### src/rtl/wake_irq_pkg.sv
package wake_irq_pkg;
   localparam int NUM_IRQ  = 5;
   localparam int IDX_WAKE = 0;
   localparam int IDX_EN   = 1;
   localparam int IDX_VVAL = 2;
   localparam int IDX_VRDY = 3;
   localparam int IDX_HRDY = 4;
endpackage

### src/rtl/wake_debounce.sv
module wake_debounce #(
   parameter int DEB_WINDOWS = 8
) (
   input  logic clk,
   input  logic rst_n,
   input  logic sys_above_i,
   input  logic win_end_i,
   input  logic hold_i,
   output logic deb_o
);
   localparam int CW = $clog2(DEB_WINDOWS + 1);
   localparam logic [CW-1:0] LIMIT = CW'(DEB_WINDOWS);

   if (DEB_WINDOWS < 2) begin : g_bad_windows
      $error("wake_debounce: DEB_WINDOWS must be at least 2");
   end

   logic [CW-1:0] cnt_q;

   always_ff @(posedge clk or negedge rst_n) begin
      if (!rst_n)
         cnt_q <= '0;
      else if (hold_i || !sys_above_i)
         cnt_q <= '0;
      else if (win_end_i && (cnt_q != LIMIT))
         cnt_q <= cnt_q + 1'b1;
   end

   assign deb_o = (cnt_q == LIMIT);

   // a low comparator leaves no debounced level on the next cycle
   a_r2_drop_restarts: assert property (@(posedge clk) disable iff (!rst_n)
      !sys_above_i |=> !deb_o);
   // sleep or shutdown clears the debounce state
   a_r3_hold_clears: assert property (@(posedge clk) disable iff (!rst_n)
      hold_i |=> !deb_o);
   // the debounced level only rises on a window strobe with comparator high
   a_r1_rise_on_strobe: assert property (@(posedge clk) disable iff (!rst_n)
      $rose(deb_o) |-> $past(win_end_i && sys_above_i));
endmodule

### src/rtl/irq_change_latch.sv
module irq_change_latch #(
   parameter int NUM = 5
) (
   input  logic           clk,
   input  logic           rst_n,
   input  logic [NUM-1:0] stat_i,
   input  logic           rd_i,
   output logic [NUM-1:0] irq_o
);
   if (NUM < 1) begin : g_bad_num
      $error("irq_change_latch: NUM must be positive");
   end

   logic           armed_q;
   logic [NUM-1:0] ref_q;

   always_ff @(posedge clk or negedge rst_n) begin
      if (!rst_n) begin
         armed_q <= 1'b0;
         ref_q   <= '0;
      end else begin
         armed_q <= 1'b1;
         ref_q   <= stat_i;
      end
   end

   for (genvar i = 0; i < NUM; i++) begin : g_bit
      logic flag_q;
      logic edge_seen;
      assign edge_seen = armed_q && (stat_i[i] != ref_q[i]);

      always_ff @(posedge clk or negedge rst_n) begin
         if (!rst_n)
            flag_q <= 1'b0;
         else
            flag_q <= (flag_q && !rd_i) || edge_seen;
      end
      assign irq_o[i] = flag_q;

      // a flag only rises after its status bit moved
      a_r6_rise_on_change: assert property (@(posedge clk) disable iff (!rst_n)
         $rose(irq_o[i]) |-> (armed_q && $past(stat_i[i]) != $past(stat_i[i], 2)));
   end

   // nothing is flagged on the first edge after reset
   a_r10_quiet_start: assert property (@(posedge clk) disable iff (!rst_n)
      !armed_q |=> (irq_o == '0));
endmodule

### src/rtl/irq_pin_drive.sv
module irq_pin_drive #(
   parameter bit HAS_CLAMP = 1'b1
) (
   input  logic irq_any_i,
   input  logic clamp_mode_i,
   input  logic shutdown_i,
   input  logic sleep_i,
   input  logic voc_meas_i,
   input  logic clamp_req_i,
   output logic pad_out_o,
   output logic pad_oe_o
);
   if (HAS_CLAMP) begin : g_clamp
      always_comb begin
         if (clamp_mode_i) begin
            pad_oe_o = 1'b1;
            if (shutdown_i)
               pad_out_o = 1'b1;
            else if (voc_meas_i || sleep_i)
               pad_out_o = 1'b0;
            else
               pad_out_o = clamp_req_i;
         end else begin
            pad_oe_o  = irq_any_i;
            pad_out_o = 1'b0;
         end
      end
   end else begin : g_od_only
      logic unused_in;
      assign unused_in = ^{clamp_mode_i, shutdown_i, sleep_i, voc_meas_i, clamp_req_i};
      assign pad_oe_o  = irq_any_i;
      assign pad_out_o = 1'b0;
   end
endmodule

### src/rtl/wake_irq_ctrl.sv
module wake_irq_ctrl
   import wake_irq_pkg::*;
#(
   parameter int DEB_WINDOWS = 8,
   parameter bit HAS_CLAMP   = 1'b1
) (
   input  logic               clk,
   input  logic               rst_n,
   input  logic               sys_above_i,
   input  logic               win_end_i,
   input  logic               sleep_i,
   input  logic               shutdown_i,
   input  logic               force_wake_i,
   input  logic [NUM_IRQ-2:0] src_stat_i,
   input  logic               irq_rd_i,
   input  logic               mask_wr_i,
   input  logic [NUM_IRQ-1:0] mask_wdata_i,
   input  logic               clamp_mode_i,
   input  logic               voc_meas_i,
   input  logic               clamp_req_i,
   output logic               wake_o,
   output logic [NUM_IRQ-1:0] status_o,
   output logic [NUM_IRQ-1:0] irq_o,
   output logic [NUM_IRQ-1:0] mask_o,
   output logic               irq_pad_out_o,
   output logic               irq_pad_oe_o
);
   logic hold;
   logic deb;
   logic cmp_wake;
   logic [NUM_IRQ-1:0] mask_q;

   assign hold = sleep_i || shutdown_i;

   wake_debounce #(.DEB_WINDOWS(DEB_WINDOWS)) u_deb (
      .clk(clk), .rst_n(rst_n), .sys_above_i(sys_above_i),
      .win_end_i(win_end_i), .hold_i(hold), .deb_o(deb)
   );

   assign cmp_wake = deb && !hold;
   assign wake_o   = !hold && (deb || force_wake_i);
   assign status_o = {src_stat_i, !cmp_wake};

   irq_change_latch #(.NUM(NUM_IRQ)) u_irq (
      .clk(clk), .rst_n(rst_n), .stat_i(status_o), .rd_i(irq_rd_i), .irq_o(irq_o)
   );

   always_ff @(posedge clk or negedge rst_n) begin
      if (!rst_n)
         mask_q <= '0;
      else if (mask_wr_i)
         mask_q <= mask_wdata_i;
   end
   assign mask_o = mask_q;

   irq_pin_drive #(.HAS_CLAMP(HAS_CLAMP)) u_pin (
      .irq_any_i(|(irq_o & ~mask_q)), .clamp_mode_i(clamp_mode_i),
      .shutdown_i(shutdown_i), .sleep_i(sleep_i), .voc_meas_i(voc_meas_i),
      .clamp_req_i(clamp_req_i), .pad_out_o(irq_pad_out_o), .pad_oe_o(irq_pad_oe_o)
   );

   // with every pending source masked the open-drain pin stays released
   a_r8_masked_quiet: assert property (@(posedge clk) disable iff (!rst_n)
      (!clamp_mode_i && ((irq_o & ~mask_o) == '0)) |-> !irq_pad_oe_o);
   // wake status never reports high wake while the chip is held
   a_r5_status_held: assert property (@(posedge clk) disable iff (!rst_n)
      hold |-> status_o[IDX_WAKE]);
endmodule

### config.mk
export PLATFORM = sky130hd
export DESIGN_NAME = wake_irq_ctrl
export DESIGN_NICKNAME = d
export VERILOG_FILES = /design/src/rtl/wake_irq_pkg.sv /design/src/rtl/wake_debounce.sv /design/src/rtl/irq_change_latch.sv /design/src/rtl/irq_pin_drive.sv /design/src/rtl/wake_irq_ctrl.sv
export SDC_FILE = /design/constraint.sdc
export NUM_CORES = 1
export LEC_CHECK = 0
export BUFFER_PORTS_ARGS = -buffer_cell sky130_fd_sc_hd__buf_4
export CAP_MARGIN = 20
export CORE_UTILIZATION = 40
export DETAILED_ROUTE_END_ITERATION = 12
export PLACE_DENSITY = 0.71
export SLEW_MARGIN = 0
export SYNTH_ARGS = -nofsm -noshare
export SYNTH_HDL_FRONTEND = slang
export SYNTH_SLANG_ARGS = --single-unit
### constraint.sdc
create_clock -name clk -period 2 [get_ports clk]
set_clock_uncertainty 0.15 [all_clocks]
set_input_delay 0.3 -clock clk [delete_from_list [all_inputs] [get_ports clk]]
set_output_delay 0.3 -clock clk [all_outputs]
set_load 0.02 [all_outputs]
# --- Yosys cells after proc, flatten, opt, wreduce, memory -nomap -nowiden ---
# Index checks and enable logic that the tools add are counted.
word_totals:
  reg_bits: 20
  inputBits: 21
  output_inout_bits: 18
  elab_cells: 53
classes:
  add_sub_neg: 1
  eq_ne: 7
  muxes: 6
  bitwise_logic: 2
  n_reduce_logical: 28
ops:
  columns: ["op", "count"]
  rows:
  - ["$logic_and 1x1->1", 13]
  - ["$logic_or 1x1->1", 9]
  - ["$mux 4", 2]
  - ["$and 5x5->5", 1]
  - ["$ne 1x1->1", 5]
  - ["$not 5->5", 1]
  - ["$reduce_or 5->1", 1]
  - ["$add 4x1->4 const B", 1]
  - ["$eq 4x4->1 const B", 1]
  - ["$logic_not 1->1", 4]
  - ["$mux 1", 4]
  - ["$ne 4x4->1 const B", 1]
  - ["$reduce_bool 2->1", 1]

# --- Longest topological paths before layout ---
logic_depth:
  depth_word: 7
  depth_mapped: 5
  mapped_depth_nobuf: 5

# --- Hierarchy ---
# A second synthesis with hierarchy kept.
hier_totals:
  cells_unflattened: 87
  area_unflattened_um2: 937.1
modules_own_cells:
  columns: ["mod", "instances", "cells_per_inst", "area_each_um2"]
  rows:
  - ["irq_change_latch", 1, 28, 407.9]
  - ["wake_irq_ctrl", 1, 30, 265.3]
  - ["wake_debounce", 1, 25, 237.7]
  - ["irq_pin_drive", 1, 4, 26.3]

# --- Worst setup path after synthesis ---
# OpenSTA, ideal clock, no wires.
synth_timing:
  kind: "reg2out"
  startpoint: "register mask_q[2] (netlist: mask_o[2])"
  endpoint: "output irq_pad_oe_o"
  arrival_ps: 1183
  path_slack_ps: 367
  path_stages_with_launch: 4
  n_path_buf: 0
  cell_sequence: "dfrtp_1 -> inv_1 -> a2111oi_0 -> o221ai_1"
synth_between:
  elab_chain_len: 4
synth_lines:
  columns: ["item", "line", "text"]
  rows:
  - ["start: declaration", "wake_irq_ctrl.sv:31", "logic [NUM_IRQ-1:0] mask_q;"]
  - ["start signal: assignment", "wake_irq_ctrl.sv:52", "mask_q <= mask_wdata_i;"]
  - ["$not 5->5", "wake_irq_ctrl.sv:57", ".irq_any_i(|(irq_o & ~mask_q)), .clamp_mode_i(clamp_mode_i),"]
  - ["$and 5x5->5", "wake_irq_ctrl.sv:57", null]
  - ["$reduce_or 5->1", "wake_irq_ctrl.sv:57", null]
  - ["$mux 1", "irq_pin_drive.sv:15", "if (clamp_mode_i) begin"]
  - ["end: declaration", "wake_irq_ctrl.sv:26", "output logic irq_pad_oe_o"]
# Every way passes these cells.

# --- Worst setup path in the final report ---
layout_timing:
  startpoint: "register u_deb.cnt_q[0]"
  endpoint: "output wake_o"
layout_between:
  elab_chain_len: 3
layout_lines:
  columns: ["item", "line", "text"]
  rows:
  - ["start: declaration", "wake_debounce.sv:18", "logic [CW-1:0] cnt_q;"]
  - ["start signal: assignment", "wake_debounce.sv:26", "cnt_q <= cnt_q + 1'b1;"]
  - ["$eq 4x4->1", "wake_debounce.sv:29", "assign deb_o = (cnt_q == LIMIT);"]
  - ["$logic_or 1x1->1", "wake_irq_ctrl.sv:41", "assign wake_o = !hold && (deb || force_wake_i);"]
  - ["$logic_and 1x1->1", "wake_irq_ctrl.sv:41", null]
  - ["end: declaration", "wake_irq_ctrl.sv:21", "output logic wake_o,"]
# Every way passes these cells.

==> impl_metrics.tcl <==
set metrics [dict create \
    met3_usage_pct 4.94 \
    via_per_inst 4.81 \
    path_clk_slew_ns 0.11 \
    grtUsageTotal_pct 15.3 \
    wire_per_inst_um 11.9 \
    syn_avg_cell_area_um2 10.9 \
    seqPwrFrac_pct 52.1 \
    seq_area_frac_synth_pct 54.4 \
    hold_viol_final 0 \
    crit_arrival_ns 1.47 \
    combPwrFrac_pct 21.6 \
    synth_cell_types 23 \
    startpoint_type "register" \
    clk_latency_ns 0.30 \
    cts_made_buffers 3 \
    ys_ff_latch 20 \
    drive_gt1_share_pct 44.1 \
    core_mm2 0.00206 \
    antennaDiodeCount 0 \
    routed_wirelength_mm 1.84 \
    sw_frac_of_total_pct 26.3 \
    final_nets 151 \
    crit_type "register to output port" \
    grt-ovfl-total 0 \
    grt_pass1_vias 684 \
    drv_slew 0 \
    hold_path.class "input port to register" \
    status "finished, final reports clean" \
    io_pins 39 \
    synth_top_area_share_pct 54.4 \
    min_period_ns 1.92 \
    power.leakage_uw 0.000639 \
    syn_area_um2 920 \
    yosysTopAreaCell "dfrtp_1" \
    crit_required_ns 1.55 \
    syn_inst 84 \
    grt_util_met1_pct 16.9 \
    drt-initial-drc-count 4 \
    cts_tree "done" \
    hpwl_mm 1.38 \
    num_rows 16 \
    die_area_mm2 0.00250 \
    end_kind "output port" \
    clockBufferDepth 2 \
    met2_usage_pct 27.0 \
    syn_nets 107 \
    final_core_util_pct 64.6 \
    first_pass_iters 3 \
    ir_drop_uv 540 \
    power_switching_uw 227 \
    via_count 740 \
    die_y_um 50.0 \
    syn_to_final_growth_pct 44.8 \
    drt_drc_violations_left 0 \
    start_util_pct 44.6 \
    power.share.clock_pct 26.3 \
    yosysWarningCount 0 \
    ant_nets 0 \
    antenna_found_initial 0 \
    root_buffer "clkbuf_4" \
    setup_viol 0 \
    place_congestion 0.851 \
    fin_ws_ns 0.0808 \
    htreeDepth 1 \
    grt_pass1_wl_mm 2.82 \
    yosys-top-cells-area "dfrtp_1 54%, buf_4 7.3%, mux2_2 4.9%" \
    fin_crit_sh_pct 96.0 \
    cts.sinks 20 \
    maxCapViolCount 0 \
    max_clock_freq_ghz 0.521 \
    fp.dieW_um 50.0 \
    intPower_uw 636 \
    rr_worst_depth 5 \
    pre_cts_slack_ns 0.188 \
    grt_max_degree 21 \
    setup_tns_ns 0 \
    power_density_mw_per_mm2 648 \
    hold_depth 2 \
    busiest_layer "met2" \
    portBuffers 38 \
    path_max_fanout 5 \
]
-- area by class of cell --
type	count	area (um^2)
clock buffers	4	36.3
fillers	169	731
inverters	7	26.3
multi-input cells	48	362
flip-flops and latches	20	500
well taps	27	33.8
repair buffers	48	373
-- synthesized netlist by cell type --
cell type,instances
dfrtp_1,20
a21oi_1,4
mux2_2,4
nand2_1,7
nor2_1,3
conb_1,1
o21a_1,1
nand4_1,1
ha_1,2
nand3_1,2
buf_4,9
a22o_1,2
nor2b_1,3
o221ai_1,1
a2111oi_0,1
inv_1,7
a32o_1,1
xor2_1,5
nand3b_1,2
or3_1,1
o31ai_1,1
o21ai_0,5
and3b_1,1
-- worst max-delay path, cell delays in order (launching register included) --
cell and delay (ns):
dfrtp_1 0.38, inv_1 0.06, ha_2 0.18, and3b_2 0.23, o21a_1 0.17, buf_4 0.15
-- power by group through the flow --
stage | sequential [uW] | combinational [uW] | clock [uW]
3_5_place_dp | 456 | 170 | 0
6_report | 450 | 186 | 227
4_1_cts | 448 | 182 | 235
5_1_grt | 453 | 202 | 258
3_3_place_gp | 453 | 168 | 0
2_1_floorplan | 464 | 82.2 | 0
-- final timing paths --
kind                                    endpoint             startpoint  slack, ns
max                                       wake_o         u_deb.cnt_q[0]       0.08
min                        u_irq.g_bit[4].flag_q               irq_rd_i       0.04
max reg2reg                       u_deb.cnt_q[2]         u_deb.cnt_q[0]       0.45
min reg2reg                u_irq.g_bit[3].flag_q  u_irq.g_bit[3].flag_q       0.40
max in group asynchronous         u_deb.cnt_q[1]                  rst_n       1.24
min in group asynchronous              mask_o[4]                  rst_n       0.25
-- through the flow --
step           instance area, um^2  power, uW  hold slack [ns]  std cells
5_1_grt                       1330        913           0.0427        154
3_3_place_gp                  1170        622           0.0385        140
6_report                      1330        863           0.0389        154
2_1_floorplan                  920        546           -0.146         84
4_1_cts                       1270        865           0.0393        150
3_5_place_dp                  1170        626           0.0384        140
-- metal layers --
| layer | up-vias | part of all wire, % |
|---|---|---|
| met3 | 2 | 5.6 |
| met2 | 29 | 53 |
| met4 | 0 | 1.0 |
| li1 | 359 | - |
| met5 | - | 0 |
| met1 | 350 | 40 |
-- sequential cells by signal, summed over array words and instances (netlist names) --
register and count:
u_irq.ref_q 5, u_deb.cnt_q 4, u_irq.armed_q 1, u_irq.g_bit.flag_q 5
mask_o 5
-- cells in the final DEF, fill, tap and decap left out, types with 2 or more instances in the layout --
| master | n |
|---|---|
| nor2_1 | 3 |
| nand2_1 | 7 |
| xor2_1 | 5 |
| a21oi_1 | 4 |
| nand3_1 | 2 |
| mux2_2 | 4 |
| buf_4 | 43 |
| o21ai_0 | 5 |
| nand3b_1 | 2 |
| clkbuf_4 | 3 |
| dfrtp_1 | 20 |
| nor2b_1 | 2 |
| inv_1 | 7 |
| a22o_1 | 2 |
| dlygate4sd3_1 | 5 |
-- cells by family after synthesis --
logic type | count (synthesis) | share of synthesized area (%)
xor gates and xnor gates | 5 | 4.76
adders and majority gates | 2 | 2.72
DFF | 20 | 54.4
AOI/OAI and AO/OA | 16 | 11.4
other | 1 | 0.408
and+or+nand+nor | 20 | 11.2
muxes | 4 | 4.90
buffers and inverters | 16 | 10.2
-- repair_timing --
| action | CTS | global route |
|---|---|---|
| hold endpoints to repair | 24 | 0 |
| hold buffers | 5 | 0 |
| setup endpoints to repair | 2 | 3 |
| pin swaps | 0 | 2 |
| gates resized for setup | 2 | 6 |
| setup buffers | 1 | 4 |
Power figures use the tool's default switching activity.
